--- src/rtl/sgi_pkg.sv ---
package sgi_pkg;
  // Target selector carried in the store data
  typedef enum logic [1:0] {
    TGT_LIST   = 2'd0,
    TGT_OTHERS = 2'd1,
    TGT_SELF   = 2'd2,
    TGT_RSVD   = 2'd3
  } tgt_sel_e;

  localparam int SEL_LSB  = 24;
  localparam int LIST_LSB = 16;
  localparam int LIST_W   = 8;
  localparam int ID_W     = 4;
endpackage

--- src/rtl/sgi_decode.sv ---
module sgi_decode #(
  parameter int          ADDR_W = 12,
  parameter logic [11:0] OFFSET = 12'hF00
) (
  input  logic              wr_en,
  input  logic [ADDR_W-1:0] wr_addr,
  input  logic [3:0]        wr_be,
  output logic              hit
);
  localparam logic [ADDR_W-1:0] MATCH = ADDR_W'(OFFSET);

  always_comb hit = wr_en && (wr_addr == MATCH) && (&wr_be);
endmodule

--- src/rtl/sgi_target.sv ---
module sgi_target
  import sgi_pkg::*;
#(
  parameter int NCPU  = 8,
  parameter int CPU_W = 3,
  parameter int CNT_W = 4
) (
  input  tgt_sel_e         sel,
  input  logic [NCPU-1:0]  list,
  input  logic [CPU_W-1:0] req_cpu,
  input  logic [CNT_W-1:0] num_cpu,
  output logic [NCPU-1:0]  mask
);
  logic [NCPU-1:0] impl;
  logic [NCPU-1:0] self_bit;

  for (genvar i = 0; i < NCPU; i++) begin : g_cpu
    assign impl[i]     = (num_cpu > CNT_W'(i));
    assign self_bit[i] = (req_cpu == CPU_W'(i));
  end

  always_comb begin
    unique case (sel)
      TGT_LIST:   mask = list & impl;
      TGT_OTHERS: mask = impl & ~self_bit;
      TGT_SELF:   mask = impl & self_bit;
      default:    mask = '0;
    endcase
  end
endmodule

--- src/rtl/sgi_trigger.sv ---
module sgi_trigger
  import sgi_pkg::*;
#(
  parameter int          NCPU   = 8,
  parameter int          ADDR_W = 12,
  parameter logic [11:0] OFFSET = 12'hF00,
  localparam int         CPU_W  = (NCPU > 1) ? $clog2(NCPU) : 1,
  localparam int         CNT_W  = $clog2(NCPU + 1)
) (
  input  logic              clk,
  input  logic              rst,
  input  logic              wr_en,
  input  logic [ADDR_W-1:0] wr_addr,
  input  logic [3:0]        wr_be,
  input  logic [31:0]       wr_data,
  input  logic [CPU_W-1:0]  wr_cpu,
  input  logic [CNT_W-1:0]  num_cpu,
  output logic [NCPU-1:0]   pend_set,
  output logic [ID_W-1:0]   pend_id
);
  if (NCPU > LIST_W || NCPU < 1) begin : g_bad_ncpu
    initial $error("sgi_trigger: NCPU must lie in 1..%0d", LIST_W);
  end

  logic            hit;
  logic [NCPU-1:0] tgt_mask;
  tgt_sel_e        sel;

  assign sel = tgt_sel_e'(wr_data[SEL_LSB +: 2]);

  sgi_decode #(.ADDR_W(ADDR_W), .OFFSET(OFFSET)) u_dec (
    .wr_en  (wr_en),
    .wr_addr(wr_addr),
    .wr_be  (wr_be),
    .hit    (hit)
  );

  sgi_target #(.NCPU(NCPU), .CPU_W(CPU_W), .CNT_W(CNT_W)) u_tgt (
    .sel    (sel),
    .list   (wr_data[LIST_LSB +: NCPU]),
    .req_cpu(wr_cpu),
    .num_cpu(num_cpu),
    .mask   (tgt_mask)
  );

  always_ff @(posedge clk) begin
    if (rst) begin
      pend_set <= '0;
      pend_id  <= '0;
    end else if (hit && (|tgt_mask)) begin
      pend_set <= tgt_mask;
      pend_id  <= wr_data[ID_W-1:0];
    end else begin
      pend_set <= '0;
    end
  end
endmodule

--- config.mk ---
export PLATFORM = sky130hd
export DESIGN_NAME = sgi_trigger
export DESIGN_NICKNAME = d
export VERILOG_FILES = /design/src/rtl/sgi_pkg.sv /design/src/rtl/sgi_decode.sv /design/src/rtl/sgi_target.sv /design/src/rtl/sgi_trigger.sv
export SDC_FILE = /design/constraint.sdc
export NUM_CORES = 1
export LEC_CHECK = 0
export ABC_AREA = 1
export BUFFER_PORTS_ARGS = -buffer_cell sky130_fd_sc_hd__buf_2
export CELL_PAD_IN_SITES_DETAIL_PLACEMENT = 1
export CELL_PAD_IN_SITES_GLOBAL_PLACEMENT = 1
export CORE_MARGIN = 2
export CORE_UTILIZATION = 27
export DETAILED_ROUTE_END_ITERATION = 10
export PLACE_DENSITY_LB_ADDON = 0.1
export SLEW_MARGIN = 40
export SYNTH_ARGS = -nofsm -noshare
export SYNTH_HDL_FRONTEND = slang
export SYNTH_SLANG_ARGS = --single-unit
export TNS_END_PERCENT = 10
--- constraint.sdc ---
create_clock -name clk -period 2.85 [get_ports clk]
set_input_delay 0.57 -clock clk [delete_from_list [all_inputs] [get_ports clk]]
set_output_delay 0.57 -clock clk [all_outputs]
set_load 0.03 [all_outputs]
==> impl_results.rst <==
.. list-table::
   :header-rows: 1

   * - Metric
     - Value
   * - Count of buffers from port buffering
     - between 50 and 60
   * - Critical setup path kind
     - input pin to flip-flop
   * - Sequence of cells on the critical path
     - buf_2, inv_1, ha_1, inv_1, or2_1, nand2_1, nor2_1, nand2_1, nand2_1, nor2_2, nand2_4, nand3_4, nor2_1
   * - Number of different library cells in the post-synthesis netlist
     - 21
   * - Total buffers and inverters traversed by the critical path
     - 3
   * - Number of hold violations in the final report
     - 0
   * - Total wire length after detailed routing
     - 2.74 mm
   * - First-pass GRT wire length
     - 4.62 mm
   * - Synthesis-stage register bit count
     - 12
   * - Synth-to-Final Area Change
     - 29.2%
   * - Status
     - finished clean
   * - Avg Vias per Cell
     - 4.70
   * - PD cells
     - 343 nW/µm²
   * - Min-delay src
     - pend_id[2]
   * - Unrepaired setup endpoints after global routing
     - false
   * - Drt first-iter violations
     - 30
   * - Critical R2R Launch
     - pend_id[3]
   * - Vert. Die Dim
     - 63.8 µm
   * - Post-Syn Nets
     - 210
   * - Largest net degree at the start of global routing
     - 17
   * - Reported leakage power
     - 0.669 nW
   * - CTS tree
     - done
   * - Psw
     - 134 µW
   * - GR Util All Layers
     - 0.139
   * - Clock root cell
     - sky130_fd_sc_hd__clkbuf_4
   * - Nature of the critical path endpoint
     - flip-flop
   * - Remaining routing DRC violations
     - 0
   * - Fraction of layout cells with a size suffix above 1
     - 0.328
   * - Count of H-tree levels built during CTS
     - 1
   * - Routability congestion estimate
     - 0.700
   * - Cell Area, Synth
     - 965 µm²
   * - Sequential share of power
     - 0.392
   * - Die Area
     - 4070 µm²
   * - Critical path's largest stage delay
     - between 0.3 and 0.4 ns
   * - Slowest stage cell, crit path
     - sky130_fd_sc_hd__inv_1
   * - I/O pin cnt
     - 70
   * - Final sum of negative setup slack
     - 0 ns
   * - Clock power frac
     - 0.316
   * - Setup Skew
     - 0 ns
   * - Post-route fraction of the period consumed by the critical path
     - 0.723
   * - Fraction of the yosys area taken by sequential cells
     - 0.249
   * - Post-cts repair resize count
     - 0
   * - Final number of max-transition violations
     - 0
   * - Required time at the endpoint of the critical path
     - between 3 and 4 ns
   * - Critical-path maximum fanout
     - 16
   * - Total core area
     - 3390 µm²
   * - Startpoint types
     - input pin
   * - Max-capacitance violation count
     - 0
   * - Number of hold buffers added after CTS
     - 0
   * - Arrival time at the worst endpoint
     - 2.27 ns
   * - Mean area per synthesized cell
     - 6.47 µm²
   * - Effective utilization at floorplan
     - 0.285
   * - Total number of clock tree sinks
     - 12
   * - Worst hold path class
     - flip-flop to flip-flop
   * - Cell class contributing the biggest share of worst-path delay
     - simple AND/OR/NAND/NOR gates
   * - Worst relative slew slack
     - 0.703
   * - Reg-to-reg slack, setup
     - between 2 and 2.5 ns
   * - Gate Count Post-Synth
     - 149
   * - Count of endpoints failing setup in the final report
     - 0
   * - Clock transition at the register clock pins on the worst setup and hold paths after CTS
     - 0.08 ns
   * - Switching portion of total power
     - 0.314
   * - Deepest clock path buffer count
     - 2
   * - Transition time of the tightest slew-check pin
     - 0.445 ns
   * - Row cnt
     - 21
   * - Worst setup startpoint
     - wr_data[24]
   * - Global-route congestion overflow total
     - 0
   * - Part of the power in combinational logic
     - 0.292
   * - Clock insertion delay at the later pin of the skew report
     - 0.27 ns
   * - Inserted Diodes
     - 0
   * - Critical path's most frequent cell
     - sky130_fd_sc_hd__nand2_1
   * - WL/cell
     - 11.2 µm
   * - Post-CTS repair timing setup buffer count
     - 0
   * - Clock buffer count from CTS
     - 3
   * - Routed via count
     - 1147
   * - DRT Pass-1 Iters
     - 4
   * - Nets@finish
     - 260
   * - Minimum period implied by the final worst setup slack
     - 2.06 ns
   * - Internal power
     - between 200 and 300 µW
   * - Total design power
     - around 430 µW
   * - Antenna Violating Nets Remaining
     - 0
   * - Initial antenna violation count
     - 0
   * - Total half-perimeter wirelength after legalization and detailed placement
     - 2.26 mm
   * - Maximum clock frequency
     - 0.486 GHz
   * - Largest voltage drop on the vdd net
     - approximately 110 µV
   * - Vias in the first global route
     - 1085
   * - Die Width
     - approximately 64 µm
   * - Layout fillers
     - 480
   * - YS warnings
     - 0
per-stage QoR:
stage / util / setup WS (ns) / hold slack [ns] / area [µm²] / cells
5_1_grt: 0.368 / 0.591 / 0.527 / 1250 / 244
2_1_floorplan: - / 0.979 / 0.624 / 965 / 149
3_5_place_dp: 0.357 / 0.494 / 0.481 / 1210 / 240
4_1_cts: 0.368 / 0.783 / 0.501 / 1250 / 244
3_3_place_gp: 0.357 / 0.543 / 0.463 / 1210 / 240
6_report: 0.368 / 0.791 / 0.499 / 1250 / 244
worst min-delay path, stage by stage (launching register included):
cell                      delay (ns)
sky130_fd_sc_hd__dfxtp_1        0.34
sky130_fd_sc_hd__a21oi_1        0.05
sky130_fd_sc_hd__nor2_1         0.08
power by group through the flow:
| stage | sequential [mW] | clock, mW | combinational [mW] |
|---|---|---|---|
| after global routing | 0.168 | 0.152 | 0.142 |
| after detailed placement | 0.171 | 0 | 0.126 |
| final | 0.167 | 0.135 | 0.125 |
| after floorplan | 0.171 | 0 | 0.0880 |
| after CTS | 0.167 | 0.140 | 0.127 |
| after global placement | 0.171 | 0 | 0.122 |
synth_stat cells (all sizes together):
cell	count	area, µm²
nand3	22	123
nor3	2	10.0
nand4	10	62.6
dfxtp	12	240
nor2	29	133
a21oi	8	40.0
clkbuf	1	13.8
ha	3	37.5
buf	5	53.8
nor4b	1	23.8
nand2	33	131
inv	17	63.8
o21ai	4	20.0
or2	2	12.5
kinds of logic (layout without fill, tap and decap cells):
| logic type | Yosys count | in the layout | synth area share |
|---|---|---|---|
| AO/OA/AOI/OAI | 12 | 12 | 0.0623 |
| adder cells (fa/ha/maj) | 3 | 3 | 0.0389 |
| AND/OR/NAND/NOR | 99 | 99 | 0.514 |
| buffers and inverters | 23 | 72 | 0.136 |
| flip-flops | 12 | 12 | 0.249 |
flip-flops by register name (all words and copies together) (netlist names):
register  cells
pend_set      8
pend_id       4
final cells by class:
class	instances	area (µm²)	share of cell area
multi-input combinational	114	593	0.476
timing repair buffer	51	255	0.205
sequential	12	240	0.193
inverter	17	63.8	0.0512
tap	46	57.6	0.0462
clock buffer	4	36.3	0.0291
metal layers:
metal / GRT usage / part of all wire / up-vias
met4: 0.0163 / 0 / 0
met5: 0 / 0 / -
li1: - / - / 582
met2: 0.271 / 0.51 / 50
met1: 0.152 / 0.41 / 515
met3: 0.0387 / 0.088 / 0
cells in the final DEF, fill, tap and decap left out:
master	synthesis	layout
sky130_fd_sc_hd__nor2_2	3	3
sky130_fd_sc_hd__nand3_1	21	21
sky130_fd_sc_hd__dfxtp_1	12	12
sky130_fd_sc_hd__inv_1	14	14
sky130_fd_sc_hd__or2_1	2	2
sky130_fd_sc_hd__nor2_8	1	1
sky130_fd_sc_hd__nand2_1	32	32
sky130_fd_sc_hd__nor2_1	25	25
sky130_fd_sc_hd__buf_2	1	51
sky130_fd_sc_hd__nand2_4	1	1
sky130_fd_sc_hd__nor3_1	2	2
sky130_fd_sc_hd__nand3_4	1	1
sky130_fd_sc_hd__clkbuf_8	1	1
sky130_fd_sc_hd__ha_1	3	3
sky130_fd_sc_hd__a21oi_1	8	8
sky130_fd_sc_hd__nor4b_4	1	1
sky130_fd_sc_hd__clkbuf_4	0	3
sky130_fd_sc_hd__inv_2	3	3
sky130_fd_sc_hd__o21ai_0	4	4
sky130_fd_sc_hd__nand4_1	10	10
worst paths after layout:
kind / end / depth (start not counted)
min reg2reg: pend_id[2] / 2
max reg2reg: pend_id[3] / 2
max: pend_set[3] / 13
min: pend_id[2] / 2
No activity file was read; power rests on OpenSTA's default activity.
